<file path="src/rtl/secc_pkg.sv">
// Package: shared constants and enumerations of the flash sector ECC engine.
// Assumes 16-bit data words; sector geometry is a parameter of the top.
package secc_pkg;
    localparam int DW     = 16;
    localparam int BIT_AW = 4;

    // Status field values reported per area
    typedef enum logic [1:0] {
        ST_CLEAN   = 2'b00,
        ST_FIXED   = 2'b01,
        ST_UNCORR  = 2'b10,
        ST_INVALID = 2'b11
    } secc_status_e;

    // Syndrome classes
    typedef enum logic [1:0] {
        SYN_NONE  = 2'b00,
        SYN_DATA  = 2'b01,
        SYN_CODE  = 2'b10,
        SYN_MULTI = 2'b11
    } secc_syn_e;
endpackage

</file>
<file path="src/rtl/secc_parity_acc.sv">
// Module: row/column parity accumulator. One word per enabled cycle; each
// data bit has address {word_idx, bit position}. Code layout: [AW-1:0]
// parities over bits whose address bit is 1, [2AW-1:AW] over bits where 0.
// Assumes clr coincides with the first word of an area (or with no word).
module secc_parity_acc
    import secc_pkg::*;
#(
    parameter int WORD_AW = 8
) (
    input  logic                 clk,
    input  logic                 rst_n,
    input  logic                 clr,
    input  logic                 en,
    input  logic [WORD_AW-1:0]   word_idx,
    input  logic [DW-1:0]        data,
    output logic [2*(BIT_AW+WORD_AW)-1:0] code
);
    localparam int AW = BIT_AW + WORD_AW;
    localparam int CW = 2 * AW;

    // Lanes whose bit position has address bit k set
    function automatic logic [DW-1:0] lane_mask(input int k);
        logic [DW-1:0] m;
        for (int i = 0; i < DW; i++) m[i] = 1'((i >> k) & 1);
        return m;
    endfunction

    logic [CW-1:0] contrib;
    logic          wpar;

    // Contribution of the current word to every parity bit
    always_comb begin
        wpar = ^data;
        for (int k = 0; k < BIT_AW; k++) begin
            contrib[k]      = ^(data & lane_mask(k));
            contrib[AW + k] = ^(data & ~lane_mask(k));
        end
        for (int j = 0; j < WORD_AW; j++) begin
            contrib[BIT_AW + j]      = wpar & word_idx[j];
            contrib[AW + BIT_AW + j] = wpar & ~word_idx[j];
        end
    end

    // Accumulate, restarting from zero on clr
    always_ff @(posedge clk) begin
        if (!rst_n)      code <= '0;
        else if (en)     code <= (clr ? '0 : code) ^ contrib;
        else if (clr)    code <= '0;
    end

    AST_ACC_CLEAR: assert property (@(posedge clk) disable iff (!rst_n)
        (clr && !en) |=> (code == '0));
endmodule

</file>
<file path="src/rtl/secc_syndrome.sv">
// Module: syndrome classifier. Compares a stored and a recomputed code of
// the row/column layout and names the error class; pos is the odd half.
// Purely combinational.
module secc_syndrome
    import secc_pkg::*;
#(
    parameter int AW = 12
) (
    input  logic [2*AW-1:0] stored,
    input  logic [2*AW-1:0] calc,
    output secc_syn_e       cls,
    output logic [AW-1:0]   pos
);
    logic [2*AW-1:0] syn;

    // Classify the syndrome
    always_comb begin
        syn = stored ^ calc;
        pos = syn[AW-1:0];
        if (syn == '0)                              cls = SYN_NONE;
        else if (syn[AW-1:0] == ~syn[2*AW-1:AW])    cls = SYN_DATA;
        else if ($countones(syn) == 1)              cls = SYN_CODE;
        else                                        cls = SYN_MULTI;
    end
endmodule

</file>
<file path="src/rtl/secc_engine.sv">
// Module: flash sector ECC engine top. Streams one sector (main words then
// spare words); in program it inserts the main and spare codes, in load it
// checks them and reports status, result position and fix strobes.
// Assumes MAIN_WORDS is a power of two and the main code is 17..32 bits.
module secc_engine
    import secc_pkg::*;
#(
    parameter int MAIN_WORDS  = 256,
    parameter int SPARE_WORDS = 8
) (
    input  logic        clk,
    input  logic        rst_n,
    input  logic        cfg_bypass,
    input  logic        cfg_load,
    input  logic        in_valid,
    input  logic [15:0] in_data,
    output logic        out_valid,
    output logic [15:0] out_data,
    output logic [8:0]  out_idx,
    output logic        sec_done,
    output logic [1:0]  main_status,
    output logic [1:0]  spare_status,
    output logic [7:0]  res_main_word,
    output logic [3:0]  res_main_bit,
    output logic        res_spare_word,
    output logic [3:0]  res_spare_bit,
    output logic        fix_main,
    output logic        fix_spare
);
    localparam int SECTOR_WORDS = MAIN_WORDS + SPARE_WORDS;
    localparam int IDX_W   = $clog2(SECTOR_WORDS);
    localparam int MAIN_AW = $clog2(MAIN_WORDS);
    localparam int M_AW    = BIT_AW + MAIN_AW;
    localparam int S_AW    = BIT_AW + 1;
    localparam int M_CW    = 2 * M_AW;
    localparam int S_CW    = 2 * S_AW;
    localparam int HI_W    = M_CW - DW;
    localparam logic [IDX_W-1:0] MAIN_END = IDX_W'(MAIN_WORDS);
    localparam logic [IDX_W-1:0] IX_PROT0 = IDX_W'(MAIN_WORDS + 1);
    localparam logic [IDX_W-1:0] IX_PROT1 = IDX_W'(MAIN_WORDS + 2);
    localparam logic [IDX_W-1:0] IX_MLO   = IDX_W'(MAIN_WORDS + 3);
    localparam logic [IDX_W-1:0] IX_MHI   = IDX_W'(MAIN_WORDS + 4);
    localparam logic [IDX_W-1:0] IX_SCODE = IDX_W'(MAIN_WORDS + 5);
    localparam logic [IDX_W-1:0] IX_LAST  = IDX_W'(SECTOR_WORDS - 1);

    logic [IDX_W-1:0] cnt;
    logic             load_q, byp_q;
    logic             first, last, eff_load, eff_byp, is_main, is_prot;
    logic             end_load;
    logic [M_CW-1:0]  main_calc, main_st;
    logic [S_CW-1:0]  spr_calc, spr_st;
    logic [DW-1:0]    word_out;
    secc_syn_e        m_cls, s_cls;
    logic [M_AW-1:0]  m_pos;
    logic [S_AW-1:0]  s_pos;

    // Map a syndrome class to a status code
    function automatic logic [1:0] to_status(input secc_syn_e c);
        case (c)
            SYN_NONE:          return ST_CLEAN;
            SYN_DATA, SYN_CODE: return ST_FIXED;
            default:           return ST_UNCORR;
        endcase
    endfunction

    // Position decode and effective sector configuration
    always_comb begin
        first    = (cnt == '0);
        last     = (cnt == IX_LAST);
        eff_load = first ? cfg_load   : load_q;
        eff_byp  = first ? cfg_bypass : byp_q;
        is_main  = (cnt < MAIN_END);
        is_prot  = (cnt == IX_PROT0) || (cnt == IX_PROT1);
        end_load = in_valid && last && eff_load;
    end

    // Word counter and per-sector configuration latch
    always_ff @(posedge clk) begin
        if (!rst_n) begin
            cnt    <= '0;
            load_q <= 1'b0;
            byp_q  <= 1'b0;
        end else if (in_valid) begin
            cnt <= last ? '0 : cnt + 1'b1;
            if (first) begin
                load_q <= cfg_load;
                byp_q  <= cfg_bypass;
            end
        end
    end

    secc_parity_acc #(.WORD_AW(MAIN_AW)) u_main_acc (
        .clk      (clk),
        .rst_n    (rst_n),
        .clr      (in_valid && first),
        .en       (in_valid && is_main && !eff_byp),
        .word_idx (cnt[MAIN_AW-1:0]),
        .data     (in_data),
        .code     (main_calc)
    );

    secc_parity_acc #(.WORD_AW(1)) u_spare_acc (
        .clk      (clk),
        .rst_n    (rst_n),
        .clr      (in_valid && first),
        .en       (in_valid && is_prot && !eff_byp),
        .word_idx (cnt == IX_PROT1),
        .data     (in_data),
        .code     (spr_calc)
    );

    // Capture the stored codes as they pass in load direction
    always_ff @(posedge clk) begin
        if (!rst_n) begin
            main_st <= '0;
            spr_st  <= '0;
        end else if (in_valid && eff_load) begin
            if (cnt == IX_MLO)   main_st[DW-1:0]    <= in_data;
            if (cnt == IX_MHI)   main_st[M_CW-1:DW] <= in_data[HI_W-1:0];
            if (cnt == IX_SCODE) spr_st             <= in_data[S_CW-1:0];
        end
    end

    secc_syndrome #(.AW(M_AW)) u_main_syn (
        .stored (main_st), .calc (main_calc), .cls (m_cls), .pos (m_pos)
    );

    secc_syndrome #(.AW(S_AW)) u_spare_syn (
        .stored (spr_st), .calc (spr_calc), .cls (s_cls), .pos (s_pos)
    );

    // Code insertion on the program path
    always_comb begin
        word_out = in_data;
        if (!eff_load && !eff_byp) begin
            if (cnt == IX_MLO)   word_out = main_calc[DW-1:0];
            if (cnt == IX_MHI)   word_out = {in_data[DW-1:HI_W], main_calc[M_CW-1:DW]};
            if (cnt == IX_SCODE) word_out = {in_data[DW-1:S_CW], spr_calc};
        end
    end

    // Output word register and end-of-sector pulse
    always_ff @(posedge clk) begin
        if (!rst_n) begin
            out_valid <= 1'b0;
            out_data  <= '0;
            out_idx   <= '0;
            sec_done  <= 1'b0;
        end else begin
            out_valid <= in_valid;
            sec_done  <= in_valid && last;
            if (in_valid) begin
                out_data <= word_out;
                out_idx  <= cnt;
            end
        end
    end

    // Status, result and fix strobes at the end of a load sector
    always_ff @(posedge clk) begin
        if (!rst_n) begin
            main_status    <= ST_CLEAN;
            spare_status   <= ST_CLEAN;
            res_main_word  <= '0;
            res_main_bit   <= '0;
            res_spare_word <= 1'b0;
            res_spare_bit  <= '0;
            fix_main       <= 1'b0;
            fix_spare      <= 1'b0;
        end else begin
            fix_main  <= end_load && !eff_byp && (m_cls == SYN_DATA);
            fix_spare <= end_load && !eff_byp && (s_cls == SYN_DATA);
            if (end_load) begin
                if (eff_byp) begin
                    main_status  <= ST_INVALID;
                    spare_status <= ST_INVALID;
                end else begin
                    main_status  <= to_status(m_cls);
                    spare_status <= to_status(s_cls);
                    if (m_cls == SYN_DATA) begin
                        res_main_word <= m_pos[M_AW-1:BIT_AW];
                        res_main_bit  <= m_pos[BIT_AW-1:0];
                    end
                    if (s_cls == SYN_DATA) begin
                        res_spare_word <= s_pos[BIT_AW];
                        res_spare_bit  <= s_pos[BIT_AW-1:0];
                    end
                end
            end
        end
    end

    AST_OUT_PIPE: assert property (@(posedge clk) disable iff (!rst_n)
        in_valid |=> out_valid);
    AST_DONE_AT_LAST: assert property (@(posedge clk) disable iff (!rst_n)
        sec_done |-> (out_valid && out_idx == IX_LAST));
    AST_STATUS_HOLD: assert property (@(posedge clk) disable iff (!rst_n)
        !sec_done |-> ($stable(main_status) && $stable(spare_status)));
    AST_FIX_MAIN_STATUS: assert property (@(posedge clk) disable iff (!rst_n)
        fix_main |-> (sec_done && main_status == ST_FIXED));
    AST_FIX_SPARE_STATUS: assert property (@(posedge clk) disable iff (!rst_n)
        fix_spare |-> (sec_done && spare_status == ST_FIXED));
    AST_BYPASS_NO_FIX: assert property (@(posedge clk) disable iff (!rst_n)
        (sec_done && main_status == ST_INVALID) |-> (!fix_main && !fix_spare));
endmodule

</file>
<file path="config.mk">
export PLATFORM = sky130hd
export DESIGN_NAME = secc_engine
export DESIGN_NICKNAME = d
export VERILOG_FILES = /design/src/rtl/secc_pkg.sv /design/src/rtl/secc_parity_acc.sv /design/src/rtl/secc_syndrome.sv /design/src/rtl/secc_engine.sv
export SDC_FILE = /design/constraint.sdc
export NUM_CORES = 1
export LEC_CHECK = 0
export CORE_MARGIN = 5
export CORE_UTILIZATION = 60
export CTS_BUF_LIST = sky130_fd_sc_hd__clkbuf_4 sky130_fd_sc_hd__clkbuf_8 sky130_fd_sc_hd__clkbuf_16
export CTS_CLUSTER_SIZE = 8
export DETAILED_ROUTE_END_ITERATION = 8
export PLACE_DENSITY_LB_ADDON = 0.08
export SYNTH_ARGS = -nofsm -noshare
export SYNTH_HDL_FRONTEND = slang
export SYNTH_SLANG_ARGS = --single-unit
</file>
<file path="constraint.sdc">
create_clock -name clk -period 11.55 [get_ports clk]
set_input_delay 1.7325 -clock clk [delete_from_list [all_inputs] [get_ports clk]]
set_output_delay 1.7325 -clock clk [all_outputs]
set_load 0.02 [all_outputs]
</file>
## After elaboration in Yosys (flattened, before gate mapping)

Cells that the tools add are included.

- Input bits: 21
- Register bits: 129
- Output and inout port bits: 50
- Word-level logic and storage cells: 159

- Mux-type cells: 21
- Bitwise gates (word level): 34
- Reductions and logical operators: 36
- $add $sub $neg: 33
- $lt $le $gt $ge: 1
- Eq/ne operators: 14

Operator list:

| cell | number |
|---|---|
| adder 32 bit | 15 |
| parity 16 bit | 9 |
| == test 32 x 2 -> 1 bit, second input constant | 2 |
| 2-to-1 mux 16 bit | 4 |
| == test 9 bit, second input constant | 6 |
| 2-to-1 mux 24 bit | 2 |
| bitwise XOR 24 bit | 2 |
| adder 1 x 1 -> 2 bit | 17 |
| zero test 24 bit | 1 |
| 2-to-1 mux 10 bit | 2 |
| bitwise XOR 10 bit | 2 |
| AND 1 bit | 18 |
| == test 12 bit | 1 |
| logical AND 1 bit | 12 |
| 2-to-1 mux 2 bit | 6 |
| inverter 12 bit | 1 |
| zero test 10 bit | 1 |
| inverter 1 bit | 10 |
| adder 9 x 1 -> 9 bit, second input constant | 1 |
| zero test 9 bit | 1 |
| < comparator 9 bit, second input constant | 1 |
| 2-to-1 mux 9 bit | 1 |
| case mux 2 bit (2 select lines) | 2 |
| AND reduction 2 bit | 3 |
| 10 further kinds | 19 |

## Depth between registers and ports, before layout

- Depth after elaboration: 14
- Mapped depth: 25
- Gate-level depth less buffers: 23

## Cells and area by module

From an unflattened synthesis, not the netlist that was laid out.

- Cells, all modules: 905
- Area, all modules: 8267.9 µm²

By module, submodules not included:

| module | sequential area each (µm²) | area an instance (µm²) | cells each | instances |
|---|---|---|---|---|
| secc_engine | 1901.8 | 4284.1 | 457 | 1 |
| secc_parity_acc at u_main_acc | 480.5 | 1448.9 | 172 | 1 |
| secc_syndrome at u_main_syn | 0.0 | 1176.1 | 130 | 1 |
| secc_parity_acc at u_spare_acc | 200.2 | 854.6 | 92 | 1 |
| secc_syndrome at u_spare_syn | 0.0 | 504.2 | 54 | 1 |

## Worst setup path after synthesis

OpenSTA, ideal clock, no wires.

- Path kind: flip-flop to flip-flop
- Start point: register u_main_acc.code[6]
- End point: register res_main_bit[2]
- Required time: 11.464 ns
- Clock period less this slack: 5.724 ns
- Setup slack: 5.826 ns
- Path buffers: 2
- Stages on the path, launching flop included: 23
- Arrival time: 5.638 ns
- Library setup time: 0.086 ns
- Cells stage by stage: dfxtp_1 -> xnor2_1 -> inv_1 -> ha_1 -> fa_1 -> inv_1 -> fa_1 -> fa_1 -> fa_1 -> inv_1 -> fa_1 -> ha_1 -> inv_1 -> fa_1 -> a2111oi_0 -> a21oi_1 -> nor4b_1 -> a21oi_1 -> ha_1 -> and4_1 -> buf_2 -> buf_2 -> a211oi_1

- Longest elaborated chain between the ends: 12
- Elaborated cells between the ends (all ways): 14
- Classes of those cells: add/sub: 5; eq/ne: 3; mux: 3; bitwise: 1; reduce/logical: 2

RTL lines:

| item | line | text |
|---|---|---|
| start: declaration | secc_parity_acc.sv:16 | `output logic [2*(BIT_AW+WORD_AW)-1:0] code` |
| start signal: assignment | secc_parity_acc.sv:47 | `else if (en) code <= (clr ? '0 : code) ^ contrib;` |
| bitwise XOR 24 bit * | secc_syndrome.sv:18 | `syn = stored ^ calc;` |
| via m_pos[6] | secc_engine.sv:54 | `logic [M_AW-1:0] m_pos;` |
| adder 1 x 1 -> 2 bit (implied by the code) | secc_syndrome.sv:22 | `else if ($countones(syn) == 1) cls = SYN_CODE;` |
| adder 32 bit (implied by the code) (4 in series) | secc_syndrome.sv:22 |  |
| == test 32 x 2 -> 1 bit | secc_syndrome.sv:22 |  |
| 2-to-1 mux 1 bit | secc_syndrome.sv:22 |  |
| 2-to-1 mux 2 bit | secc_syndrome.sv:21 | `else if (syn[AW-1:0] == ~syn[2*AW-1:AW]) cls = SYN_DATA;` |
| 2-to-1 mux 2 bit * | secc_syndrome.sv:20 | `if (syn == '0) cls = SYN_NONE;` |
| == test 2 x 1 -> 1 bit * | secc_engine.sv:180 | `if (m_cls == SYN_DATA) begin` |
| AND reduction 3 bit (no line) * | n/a |  |
| end signal: assignment | secc_engine.sv:182 | `res_main_bit <= m_pos[BIT_AW-1:0];` |
| end: declaration | secc_engine.sv:24 | `output logic [3:0] res_main_bit,` |

Mark *: on every way through the listed nets, which the timed path passes. The rest lies on a longest branch.
A chain may end at the register's enable or synchronous reset.

## Final worst setup path

- Start point: register main_st[2]
- End point: register res_main_bit[1]

- Longest elaborated chain between the ends: 12
- Elaborated cells between the ends (all ways): 14
- Classes of those cells: add/sub: 5; eq/ne: 3; mux: 3; bitwise: 1; reduce/logical: 2

RTL lines:

| item | line | text |
|---|---|---|
| start: declaration | secc_engine.sv:50 | `logic [M_CW-1:0] main_calc, main_st;` |
| start signal: indexed assignment | secc_engine.sv:118 | `if (cnt == IX_MLO) main_st[DW-1:0] <= in_data;` |
| start signal: indexed assignment | secc_engine.sv:119 | `if (cnt == IX_MHI) main_st[M_CW-1:DW] <= in_data[HI_W-1:0];` |
| bitwise XOR 24 bit * | secc_syndrome.sv:18 |  |
| via m_pos[2] | secc_engine.sv:54 |  |
| adder 1 x 1 -> 2 bit (implied by the code) | secc_syndrome.sv:22 |  |
| adder 32 bit (implied by the code) (4 in series) | secc_syndrome.sv:22 |  |
| == test 32 x 2 -> 1 bit | secc_syndrome.sv:22 |  |
| 2-to-1 mux 1 bit | secc_syndrome.sv:22 |  |
| 2-to-1 mux 2 bit | secc_syndrome.sv:21 |  |
| 2-to-1 mux 2 bit * | secc_syndrome.sv:20 |  |
| == test 2 x 1 -> 1 bit * | secc_engine.sv:180 |  |
| AND reduction 3 bit (no line) * | n/a |  |

Marked as above.

==> key figures <==
Synthesis
  • Most used flip-flop cell after synthesis: dfxtp_1
  • Synthesized instance count: 957
  • Synth area leaders: dfxtp_1 (32%), xnor2_1 (11%), ha_1 (8.3%), nand2_1 (7.2%), fa_1 (6.3%)
  • XOR/XNOR Fraction of Synth Area: 12.2%
  • Post-Synth Simple-Gate Area: about 17%
  • Mux share of post-synthesis cell area: 4.45%
  • Yosys top cell by area: dfxtp_1
  • Syn Area/Cell: 8.33 um2
  • Combinational family with the most area after synthesis: simple AND/OR/NAND/NOR gates
  • Mapped Nets: 1056
  • Post-synthesis sequential area ratio: 32.4%
  • Adder-Cell Fraction of Synth Area: between 10 and 15%
  • Unique masters post-synth: 52
  • Mapped cell area: ~8000 um2
  • Post-synthesis register bit count: 129
  • Synth Warn #: 0
  • Number of synthesized flops with an enable pin: 0
  • Synth Area in Compound Gates: 11.5%
  • Share of Yosys cell area claimed by the top area cell type: between 30 and 40%
  • Async S/R FF share, synth: 0%

Route
  • Per-cell routed wire length: roughly 18 um
  • Avg Vias per Cell: 5.66
  • Aggregate routed wire length: 21000 um
  • Pre-Repair DR Iteration Count: 5
  • Metal-1 WL: about 9600 um
  • DRC: 0
  • DRT iter0 DRCs: 636
  • Met3 WL: 1710 um
  • DR top layer: met4
  • Post-route antenna net violation count: 0
  • Met2 Routed Length: 9100 um
  • Vias: ~6700

Pwr
  • Clock Power Share: 36.8%
  • Design internal power: 973 uW
  • Sw Ratio: 32.6%
  • Cell Pwr Density: 156 nW/um2
  • Seq pwr share: about a third
  • Logic pwr share: 29.7%
  • Leak Pwr: about 0.0038 uW
  • Final Power: 1440 uW
  • Max IR drop VDD: between 0.1 and 0.15 mV
  • Sw Pwr: 470 uW

STA
  • Count of pins over their slew limit: 0
  • Final setup fails: 0
  • Worst-Margin Slew: 1040 ps
  • Max Freq: between 150 and 200 MHz
  • Slew headroom: 29.0%
  • Min Tclk post-route: 6160 ps
  • Fin crit share: a little over half
  • Clk_skew: 12.5 ps
  • RSZ-0062 raised after global routing: false
  • Final hold vios: 0
  • Final setup TNS: 0 ps

Setup path
  • Most frequent CP cell: fa_1
  • Crit path capture type: flip-flop
  • Worst EP required: between 10000 and 15000 ps
  • Worst EP arrival: 6480 ps
  • Critical path's top delay family: adder cells
  • Crit path buf inv count: 4
  • Slowest-stage cell, CP: fa_1
  • R2R setup slack: 5390 ps
  • Delay of the slowest critical-path stage: 540 ps
  • Worst-path fanout max: 24
  • Kind of critical path: flip-flop to flip-flop
  • CP cell instances: xnor2_1, inv_1, ha_1, inv_1, fa_1, fa_1, fa_1, fa_1, inv_1, fa_1, ha_1, inv_1, fa_1, a2111oi_0, a21oi_1, nor4b_1, a21oi_1, ha_1, and4_1, a211oi_1
  • CP startpoint kind: flip-flop

Global route
  • First-pass GRT wire length: about 34000 um
  • Gr ovfl total: 0
  • GRT Resource Usage Total: 26.9%
  • Vias in the first global route: 6419
  • Largest net degree at the start of global routing: 68
  • Initial antenna violation count: 0

Clock tree
  • CTS Buffer Depth: 2
  • H-tree levels: 4
  • Number of buffers created by CTS: 17
  • Post-CTS Setup Bufs: 0
  • Cts repair resizes: 0
  • Root Buffer: clkbuf_16
  • Hold_buf cts: 0
  • Clk_lat worst skew: 420 ps
  • Clock transition at path regs: roughly 60 ps
  • CTS tree: built
  • Clk sinks: 129

Die
  • Die area: 15700 um2
  • Ports: 71
  • Die Ht: 125 um
  • Die X: 125 um
  • Core area: 13100 um2
  • Initial Util: 60.7%
  • Site Rows: 42

Placement
  • Final HPWL DP: 14900 um
  • Routability Congestion: 0.884
  • Placed cells: 1148
  • PortBufs: 70

Min path
  • Hold crit path type: flip-flop to flip-flop

Run
  • MaxCap Viol Count: 0

Cells and area
  • Layout cells sized above 1: 5.39%
  • Area delta synth->final: 16.1%
  • Nets: roughly 1100
  • Core Util, Final: 70.5%
  • Final cell count without fillers: about 1200
  • # diodes: 0
  • FILL cells: roughly 1100

Status
  • Status: completed
[power groups by stage]
| stage | Sequential, uW | Clock [uW] | Combinational (uW) |
|---|---|---|---|
| 2_1_floorplan | 491 | 0 | 309 |
| 3_5_place_dp | 492 | 0 | 424 |
| 5_1_grt | 486 | 557 | 486 |
| 3_3_place_gp | 492 | 0 | 421 |
| 4_1_cts | 483 | 533 | 430 |
| 6_report | 483 | 531 | 429 |
[cell usage after synthesis, drive strengths merged (2+ instances only)]
cell type and count:
nor4 9, mux2i 34, nor3 3, a311oi 4
nand3b 5, buf 23, nor2 66, or4 2
inv 89, a22o 5, o21a 4, a21oi 64
xnor2 100, fa 25, nand2 153, and4 2
ha 53, a31oi 8, and3 4, nand2b 9
a211oi 18, a31o 9, nand3 25, a221oi 2
clkbuf 38, xor2 11, a22oi 2, nand4 15
o21ai 26, and2 4, o211ai 5, dfxtp 129
[cell families after synthesis]
kind of cell / count (synthesis)
mux: 35
simple gates: 304
fa+ha+maj: 78
buf+inv: 151
xor+xnor: 111
flops: 129
compound gates: 149
[metrics by stage]
stage	area, um2	hold slack [ps]	setup slack [ps]
global route	9260	476	4920
detailed placement	8670	457	5420
floorplan	7980	444	5830
finish	9260	463	5390
global placement	8670	450	5450
CTS	9260	464	5380
[layout make-up]
class | count | area (um2) | area share (%)
flip-flops and latches | 129 | 2580 | 27.9
well taps | 176 | 220 | 2.38
repair buffers | 76 | 741 | 8.00
clock inverters | 9 | 109 | 1.18
inverters | 90 | 338 | 3.65
clock buffers | 21 | 474 | 5.12
multi-input cells | 677 | 4790 | 51.8
[worst register-to-register path, stage by stage, from the launching register on]
cell and delay, ps:
dfxtp_1 330, xnor2_1 460, inv_1 100, ha_1 210, inv_1 70, fa_1 440, fa_1 520, fa_1 520
fa_1 540, inv_1 50, fa_1 530, ha_1 160, inv_1 50, fa_1 380, a2111oi_0 300, a21oi_1 80
nor4b_1 240, a21oi_1 130, ha_1 240, and4_1 390, a211oi_1 330
[per-layer routing]
layer,GRT usage [%],vias to the layer above
met5,0,-
met4,9.76,0
met3,7.16,50
met2,40.3,312
met1,37.5,3090
li1,-,3213
[state kept, by name, summed over array words and instances, names as in the netlist]
| name | count |
|---|---|
| out_idx | 9 |
| res_main_bit | 4 |
| main_status | 2 |
| byp_q | 1 |
| out_data | 16 |
| res_main_word | 8 |
| main_st | 24 |
| sec_done | 1 |
| fix_spare | 1 |
| cnt | 9 |
| u_spare_acc.code | 10 |
| fix_main | 1 |
| res_spare_word | 1 |
| u_main_acc.code | 24 |
| load_q | 1 |
| res_spare_bit | 4 |
| out_valid | 1 |
| spare_status | 2 |
| spr_st | 10 |
[final timing paths]
check | start | to | cells after the start
setup / recovery | main_st[2] | res_main_bit[1] | 20
hold / removal | main_st[4] | main_st[4] | 2
setup reg to reg | main_st[2] | res_main_bit[1] | 20
hold reg to reg | main_st[4] | main_st[4] | 2
[layout by cell type (no fill, tap or decap), types with 17 or more instances in the layout]
cell type        synthesis  layout
nand2_1                153     153
dfxtp_1                129     129
xnor2_1                100     100
inv_1                   89      89
clkdlybuf4s50_1          0      69
nor2_1                  66      66
a21oi_1                 64      64
ha_1                    53      53
mux2i_1                 33      33
o21ai_0                 26      26
nand3_1                 25      25
fa_1                    25      25
a211oi_1                17      17
clkbuf_16                0      17
Note: power is estimated with default switching activity, not from simulation.
